## src/rtl/stat_pkg.sv

```systemverilog
// Package: register addresses and word layout shared by the counter window.
// Assumes a 3-bit register address and an 8-bit data bus.
package stat_pkg;
    localparam int REG_AW = 3;

    localparam logic [REG_AW-1:0] RA_SEL  = 3'd0;
    localparam logic [REG_AW-1:0] RA_TRIG = 3'd1;
    localparam logic [REG_AW-1:0] RA_B3   = 3'd2;
    localparam logic [REG_AW-1:0] RA_B2   = 3'd3;
    localparam logic [REG_AW-1:0] RA_B1   = 3'd4;
    localparam logic [REG_AW-1:0] RA_B0   = 3'd5;

    localparam int          VALID_POS  = 30;
    localparam logic [31:0] VALID_MASK = 32'h4000_0000;
endpackage

```

## src/rtl/stat_cnt_cell.sv

```systemverilog
// Module: one statistics counter with an optional clear.
// It counts one per cycle while inc is high and wraps silently.
// A clear takes priority, but an increment in that same cycle is kept,
// so the counter restarts at one. Assumes clr is a single-cycle pulse.
module stat_cnt_cell #(
    parameter int WIDTH = 30
) (
    input  logic             clk,
    input  logic             rst_n,
    input  logic             inc,
    input  logic             clr,
    output logic [WIDTH-1:0] val
);
    // Purpose: update the count on clear and increment strobes.
    always_ff @(posedge clk) begin
        if (!rst_n) begin
            val <= '0;
        end else if (clr) begin
            val <= WIDTH'(inc);
        end else if (inc) begin
            val <= val + 1'b1;
        end
    end
endmodule

```

## src/rtl/stat_read_seq.sv

```systemverilog
// Module: sequencer for the indirect read.
// A trigger latches the selector and starts a countdown. When the countdown
// expires it raises cap for one cycle. A new trigger restarts the countdown
// and suppresses any capture that falls in the same cycle.
// Assumes LAT >= 1.
module stat_read_seq #(
    parameter int SEL_W = 8,
    parameter int LAT   = 3
) (
    input  logic             clk,
    input  logic             rst_n,
    input  logic             trig,
    input  logic [SEL_W-1:0] sel_in,
    output logic [SEL_W-1:0] sel_held,
    output logic             cap
);
    localparam int CW = $clog2(LAT + 1);

    logic [CW-1:0] wait_cnt;

    // Purpose: load the countdown and hold the selector on a trigger.
    always_ff @(posedge clk) begin
        if (!rst_n) begin
            wait_cnt <= '0;
            sel_held <= '0;
        end else if (trig) begin
            wait_cnt <= CW'(LAT);
            sel_held <= sel_in;
        end else if (wait_cnt != '0) begin
            wait_cnt <= wait_cnt - 1'b1;
        end
    end

    // Purpose: fire the capture strobe in the last countdown cycle.
    always_comb cap = (wait_cnt == CW'(1)) && !trig;
endmodule

```

## src/rtl/stat_window.sv

```systemverilog
// Module: statistics counter bank behind an indirect byte-wide window.
// The host writes a selector, then writes zero to the trigger register.
// LAT cycles later the selected counter is latched into a 32-bit word,
// which is read back as four bytes. Per-port counters clear on capture.
// Drop counters persist. Assumes SEL_W <= 8 and CNT_W <= 30.
// Also assumes DROP_W <= 16 and that the selector space covers all counters.
module stat_window
    import stat_pkg::*;
#(
    parameter int NUM_PORTS = 4,
    parameter int PORT_CNTS = 9,
    parameter int NUM_DROP  = 4,
    parameter int CNT_W     = 30,
    parameter int DROP_W    = 16,
    parameter int SEL_W     = 8,
    parameter int LAT       = 3
) (
    input  logic                           clk,
    input  logic                           rst_n,
    input  logic                           reg_wr,
    input  logic [REG_AW-1:0]              reg_addr,
    input  logic [7:0]                     reg_wdata,
    output logic [7:0]                     reg_rdata,
    input  logic [NUM_PORTS*PORT_CNTS-1:0] port_evt,
    input  logic [NUM_DROP-1:0]            drop_evt
);
    localparam int NPC = NUM_PORTS * PORT_CNTS;

    logic                             trig_fire;
    logic                             cap_pulse;
    logic [SEL_W-1:0]                 sel_reg;
    logic [SEL_W-1:0]                 sel_held;
    logic [NPC-1:0][CNT_W-1:0]        port_val;
    logic [NPC-1:0]                   port_clr;
    logic [NUM_DROP-1:0][DROP_W-1:0]  drop_val;
    logic [31:0]                      cap_word;
    logic [31:0]                      word_q;

    // Purpose: decode a zero write to the trigger register.
    always_comb trig_fire = reg_wr && (reg_addr == RA_TRIG) && (reg_wdata == 8'h00);

    // Purpose: hold the host-written counter selector.
    always_ff @(posedge clk) begin
        if (!rst_n) begin
            sel_reg <= '0;
        end else if (reg_wr && (reg_addr == RA_SEL)) begin
            sel_reg <= reg_wdata[SEL_W-1:0];
        end
    end

    stat_read_seq #(
        .SEL_W (SEL_W),
        .LAT   (LAT)
    ) u_seq (
        .clk      (clk),
        .rst_n    (rst_n),
        .trig     (trig_fire),
        .sel_in   (sel_reg),
        .sel_held (sel_held),
        .cap      (cap_pulse)
    );

    for (genvar g = 0; g < NPC; g++) begin : g_port
        // Purpose: clear this counter when it is the one captured.
        always_comb port_clr[g] = cap_pulse && (sel_held == SEL_W'(g));

        stat_cnt_cell #(.WIDTH(CNT_W)) u_cnt (
            .clk   (clk),
            .rst_n (rst_n),
            .inc   (port_evt[g]),
            .clr   (port_clr[g]),
            .val   (port_val[g])
        );
    end

    for (genvar d = 0; d < NUM_DROP; d++) begin : g_drop
        stat_cnt_cell #(.WIDTH(DROP_W)) u_cnt (
            .clk   (clk),
            .rst_n (rst_n),
            .inc   (drop_evt[d]),
            .clr   (1'b0),
            .val   (drop_val[d])
        );
    end

    // Purpose: select the word to capture from the held selector.
    always_comb begin
        cap_word = VALID_MASK;
        for (int i = 0; i < NPC; i++) begin
            if (sel_held == SEL_W'(i)) cap_word = VALID_MASK | 32'(port_val[i]);
        end
        for (int j = 0; j < NUM_DROP; j++) begin
            if (sel_held == SEL_W'(NPC + j)) cap_word = 32'(drop_val[j]);
        end
    end

    // Purpose: latch the captured word and drop the valid flag on a trigger.
    always_ff @(posedge clk) begin
        if (!rst_n) begin
            word_q <= '0;
        end else if (cap_pulse) begin
            word_q <= cap_word;
        end else if (trig_fire) begin
            word_q[VALID_POS] <= 1'b0;
        end
    end

    // Purpose: registered read mux, one cycle after the address.
    always_ff @(posedge clk) begin
        if (!rst_n) begin
            reg_rdata <= '0;
        end else begin
            case (reg_addr)
                RA_SEL:  reg_rdata <= 8'(sel_reg);
                RA_B3:   reg_rdata <= word_q[31:24];
                RA_B2:   reg_rdata <= word_q[23:16];
                RA_B1:   reg_rdata <= word_q[15:8];
                RA_B0:   reg_rdata <= word_q[7:0];
                default: reg_rdata <= 8'h00;
            endcase
        end
    end
endmodule

```

## config.mk

```make
export PLATFORM = sky130hd
export DESIGN_NAME = stat_window
export DESIGN_NICKNAME = d
export VERILOG_FILES = /design/src/rtl/stat_pkg.sv /design/src/rtl/stat_cnt_cell.sv /design/src/rtl/stat_read_seq.sv /design/src/rtl/stat_window.sv
export SDC_FILE = /design/constraint.sdc
export NUM_CORES = 2
export LEC_CHECK = 0
export ABC_AREA = 0
export BUFFER_PORTS_ARGS = -buffer_cell sky130_fd_sc_hd__buf_2
export CAP_MARGIN = 40
export CORE_UTILIZATION = 50
export DETAILED_ROUTE_END_ITERATION = 7
export PLACE_DENSITY = 0.68
export RECOVER_POWER = 100
export SLEW_MARGIN = 15
export SYNTH_ARGS = -nofsm -noshare
export SYNTH_HDL_FRONTEND = slang
export SYNTH_SLANG_ARGS = --single-unit
```

## constraint.sdc

```tcl
create_clock -name clk -period 2.7 [get_ports clk]
set_clock_uncertainty 0.2 [all_clocks]
set_input_delay 0.54 -clock clk [delete_from_list [all_inputs] [get_ports clk]]
set_output_delay 0.54 -clock clk [all_outputs]
set_load 0.02 [all_outputs]
```

; ---- After elaboration in Yosys (flattened, before gate mapping)
; Cells that the tools add are included.
[totals]
ff_bits = 1202
latch_bits = 0
mem_bits_rw = 0
romBits = 0
out_inout_bits = 8
memories = 0
[op_classes]
add_sub_neg = 41
multipliers = 0
n_div = 0
n_lt_le_gt_ge = 0
eq_ne = 45
n_shift = 0
muxes = 117
n_bitwise = 1
reduce_logical = 119
[ops]
columns = op, count
row1 = $add 30x1->30 const B, 36
row2 = $mux 30, 27
row3 = $mux 32, 13
row4 = $eq 8x5->1 const B, 16
row5 = $reduce_bool 2->1, 39
row6 = $mux 1, 74
row7 = $reduce_or 2->1, 36
row8 = $add 16x1->16 const B, 4
row9 = $eq 8x4->1 const B, 8
row10 = $eq 8x6->1 const B, 8
row11 = $logic_and 1x1->1, 40
row12 = $pmux 8 s5, 1
row13 = $eq 8x3->1 const B, 4
row14 = $eq 8x2->1 const B, 2
row15 = $logic_not 8->1, 2
row16 = $eq 8x1->1 const B, 1
row17 = $eq 3x2->1 const B, 2
row18 = $eq 3x3->1 const B, 2
row19 = $mux 2, 2
row20 = $eq 3x1->1 const B, 1
row21 = $logic_not 3->1, 1
row22 = $eq 2x1->1 const B, 1
row23 = $sub 2x1->2 const B, 1
row24 = $logic_not 1->1, 1
row25 = $not 1->1, 1

; ---- Longest topological paths before layout
[logic_depth]
word_depth = 42
mapped_depth = 12
depth_no_buf = 9

; ---- By module
; A second synthesis with hierarchy kept.
[hier_totals]
cells_unflattened = 8663
hier_area_um2 = 69419.1
[modules_own_cells]
columns = module, instances, cells_each, area_each_um2, seq_area_each_um2
row1 = stat_cnt_cell (g_port[0].u_cnt ...), 35, 178, 1486.4, 600.6
row2 = stat_window, 1, 1900, 12553.3, 940.9
row3 = stat_cnt_cell (g_drop[0].u_cnt ...), 4, 84, 754.5, 320.3
row4 = stat_cnt_cell (g_port[9].u_cnt), 1, 161, 1406.3, 600.6
row5 = stat_read_seq, 1, 36, 416.6, 200.2

; ---- Worst setup path after synthesis
; Ideal clock, no wire load.
[synth_timing]
path_kind = input to register
start = input port reg_addr[1]
end = register g_port[0].u_cnt.val[15]
arrival_time_ns = 2.257
required_ns = 2.383
setup_slack_ns = 0.126
stages = 10
path_buffers = 4
cell_sequence = clkbuf_1 > nor2b_1 > nand4_1 > and2_1 > nand2_1 > clkbuf_1 > o21ai_0 > clkbuf_1 > buf_2 > nor2_1
[synth_via]
elab_chain_len = 7
[synth_rtl]
columns = item, line
row1 = start: declaration, stat_window.sv:21  ; input logic [REG_AW-1:0] reg_addr,
row2 = $eq 3x1->1, stat_window.sv:40  ; always_comb trig_fire = reg_wr && (reg_addr == RA_TRIG) && (reg_wdata == 8'h00);
row3 = $logic_and 1x1->1 (2 in a row), stat_window.sv:40
row4 = $logic_not 1->1, stat_read_seq.sv:35  ; always_comb cap = (wait_cnt == CW'(1)) && !trig;
row5 = $logic_and 1x1->1, stat_read_seq.sv:35
row6 = $logic_and 1x1->1, stat_window.sv:65  ; always_comb port_clr[g] = cap_pulse && (sel_held == SEL_W'(g));
row7 = $reduce_or 2->1 (no source line), n/a
row8 = end signal: assignment, stat_cnt_cell.sv:19  ; val <= WIDTH'(inc);
row9 = end signal: assignment, stat_cnt_cell.sv:21  ; val <= val + 1'b1;
row10 = end: declaration, stat_cnt_cell.sv:12  ; output logic [WIDTH-1:0] val
; No other way between the ends.
; A chain may end at the register's enable or synchronous reset.

; ---- Final worst setup path
[layout_timing]
start = register u_seq.sel_held[0]
end = register word_q[5]
[layout_via]
elab_chain_len = 41
elab_cells_between_ends = 80
classes_between = 39 x eq/ne / 40 x mux / 1 x reduce/logical
[layout_rtl]
columns = item, line
row1 = start: declaration, stat_read_seq.sv:14  ; output logic [SEL_W-1:0] sel_held,
row2 = start signal: assignment, stat_read_seq.sv:28  ; sel_held <= sel_in;
row3 = $logic_not 8->1, stat_window.sv:90  ; if (sel_held == SEL_W'(i)) cap_word = VALID_MASK | 32'(port_val[i]);
row4 = $mux 30 (27 in a row), stat_window.sv:90
row5 = $mux 32 (9 in a row), stat_window.sv:90
row6 = $mux 32 (3 in a row), stat_window.sv:93  ; if (sel_held == SEL_W'(NPC + j)) cap_word = 32'(drop_val[j]);
row7 = $mux 32 *, stat_window.sv:93
row8 = end signal: assignment, stat_window.sv:102  ; word_q <= cap_word;
row9 = end: declaration, stat_window.sv:37  ; logic [31:0] word_q;
; Mark *: on every way between the ends. The rest lies on a longest branch, timed or not.

==> out/results.ini <==
[yosys]
synth_edf_count = 0
ys.flop_type = dfxtp_1
synth.cell_area_sq_um = 60860
postSynthAreaPerCell_sq_um = 8.211
synth_seq_cells = 1201
synth.distinct_cells = 98
yosys.area.top_type = dfxtp_1
synth_async_sr_flop_share_pct = 0
yosysWarnings = 0
synth_cells = 7412
yosys.area.top_type_share_pct = 39.50
synth_nets = 7508
synthTopCellsByArea = dfxtp_1 40%, xor2_1 9.6%, nor2_1 8.1%
synth_seq_area_share_pct = 39.50

[setup_path]
crit_arrival_ns = 3.59
rr_worst_depth = 12
crit_path_max_fanout = 6
crit_start = u_seq.sel_held[0]
cp-end-kind = flip-flop
crit_type = reg2reg
start_kind = flip-flop
required_ns = 3.18
r2r-start = u_seq.sel_held[0]

[route]
drtPass1Iterations = 8
routed_wl_um = 283000
drcViolationCount = 0
routedWlPerCell_um = 27.71
drtAntennaViolNets = 0
drt_iter0_markers = 9290
drt-vias-per-instance = 6.220
vias = 63520

[timing]
report.final.slew_viol_count = 0
setup_viol = 47
fmax_ghz = 0.3217
worst_slew_pin_slew_ns = 1.211
fin_ws_ns = -0.4087
finalCritPeriodShare_pct = 115.1
rsz0062_at_grt = true
relSlewSlack_pct = 19.24
fin_crit_ns = 3.109
hold_violations = 0
setup_tns_ns = -7.572

[floorplan]
dieHeight_um = 350.9
initial_utilization_pct = 50.60
dieArea_sq_um = 123100
die_x_um = 350.9
rows = 127
io_pins = 62
coreArea_sq_um = 120300

[cts]
cts_buffers = 136
cts-root-buf = clkbuf_16
clk_latency_ns = 0.80
clock_path_buffers = 3
clock-sinks = 1201
cts_tree = yes
h-tree-depth = 4
cts.clk_slew.worst_paths_ns = 0.06

[cells_and_area]
syn2layout_area_growth_pct = 32.47
utilization_pct = 67.02
stdcell_count = 10210
multi_input_area_sq_um = 37810
top_register = g_port.u_cnt.val
nFillCells = 10100
top_regs = g_port.u_cnt.val x1080, g_drop.u_cnt.val x64, word_q x31
ff_latch_area_sq_um = 24070
largest_reg_flops = 1080
drive_above_1_share_pct = 22.78
nets = 8587

[global_routing]
grt_antenna_before_repair = 10
grt_first_pass_wirelength_um = 398500
grt_pass1_vias = 56880
grt_max_degree = 104
grt_overflow_total = 0
grt_use_total_pct = 44.54

[place]
port_buffers = 61
gp_congestion = 1.124
place_ws_ns = -0.9293
dp_cells = 9785
hpwlAfterDp_um = 222300

[worst_hold_path]
whs_path_depth = 4
hp-class = in2reg
worstHoldStart = port_evt[23]

[outcome]
run_status = finished with violations
failed_checks = negative setup slack

[power]
leakagePower_uw = 0.03016
ir_drop_mv = 0.6242
power_density_nw_per_um2 = 498.5

[run]
max_cap_violations = 0

## layout make-up
cell class	count	share of cell area, %
multi-input cells	5780	46.90
diodes	3	0.009311
clock buffers	204	5.115
flip-flops and latches	1201	29.85
clock inverters	40	0.6285
inverters	63	0.3042
repair buffers	1309	14.69
well taps	1612	2.502
## what timing repair did
item / in CTS / in global routing
setup endpoints to repair: 123 / 173
gates resized for setup: 499 / 221
setup buffers: 100 / 44
hold buffers: 46 / 0
hold endpoints to repair: 166 / 0
pin swaps: 126 / 117
gates cloned: 6 / 5
## kinds of logic after synthesis
logic type                 Yosys count  synth area share, %
buffers and inverters              431                3.038
muxes                              161                2.991
and+or+nand+nor                   3407                26.82
xor gates and xnor gates          1002                14.42
AOI/OAI and AO/OA                 1168                12.36
DFF                               1201                39.50
adders and majority gates           42               0.8634
## metrics by stage
step	power [uW]	area, sq um	hold WS (ns)
2_1_floorplan	19500	60860	0.2244
3_3_place_gp	21010	71000	0.2385
3_5_place_dp	21050	71020	0.2466
4_1_cts	40160	79270	0.03648
5_1_grt	41140	80620	0.08592
6_report	40190	80620	0.08355
## metal layers
layer,GRT usage [%],vias up,routed length (um),part of all wire [%]
met2,61.09,3950,111200,39
met4,19.80,8,14670,5.2
met1,63.59,30630,118200,42
met5,0,-,46,0.016
li1,-,28190,-,-
met3,13.18,746,38790,14
## cells in the final DEF, fill, tap and decap left out, types with 69 or more instances in the layout
master,netlist,layout
nand3_1,401,390
xor2_1,664,664
nand2_1,642,621
and2_1,140,111
a21oi_1,281,249
clkbuf_16,0,145
and4_1,102,102
mux2i_1,120,114
and3_1,199,198
o21ai_0,311,222
dfxtp_1,1201,1190
xnor2_1,338,338
nor3_1,88,69
nor2_1,1308,1277
buf_4,14,949
buf_6,2,100
or3_1,116,114
buf_12,0,105
nand4_1,243,243
## where the power goes
group	switching, uW	total, uW	internal, uW	leakage [uW]
combinational	1630	2750	1120	0.0182
sequential	264	18200	17900	0.00969
clock	8060	19300	11200	0.00228
## cell usage after synthesis (all sizes together) (99+ instances only)
| library cell | n |
|---|---|
| a21oi | 281 |
| a22oi | 99 |
| and2 | 141 |
| and3 | 199 |
| and4 | 102 |
| buf | 161 |
| clkbuf | 207 |
| dfxtp | 1201 |
| mux2i | 120 |
| nand2 | 643 |
| nand3 | 401 |
| nand4 | 243 |
| nor2 | 1318 |
| o21ai | 324 |
| or3 | 116 |
| xnor2 | 338 |
| xor2 | 664 |
## worst max-delay path, cell delays in order (launching register included)
cell       delay (ns)
dfxtp_4          0.47
buf_12           0.17
buf_12           0.12
mux4_2           0.59
o211ai_1         0.35
a21oi_2          0.09
a2111oi_4        0.28
buf_2            0.21
buf_6            0.11
o21ai_4          0.06
buf_6            0.16
o221ai_4         0.07
o21ai_1          0.10
## final timing paths
check	endpoint	slack [ns]
setup reg to reg	word_q[5]	-0.41
setup / recovery	word_q[5]	-0.41
hold reg to reg	word_q[10]	0.27
hold / removal	g_port[23].u_cnt.val[1]	0.08
Power figures use the tool's default switching activity.
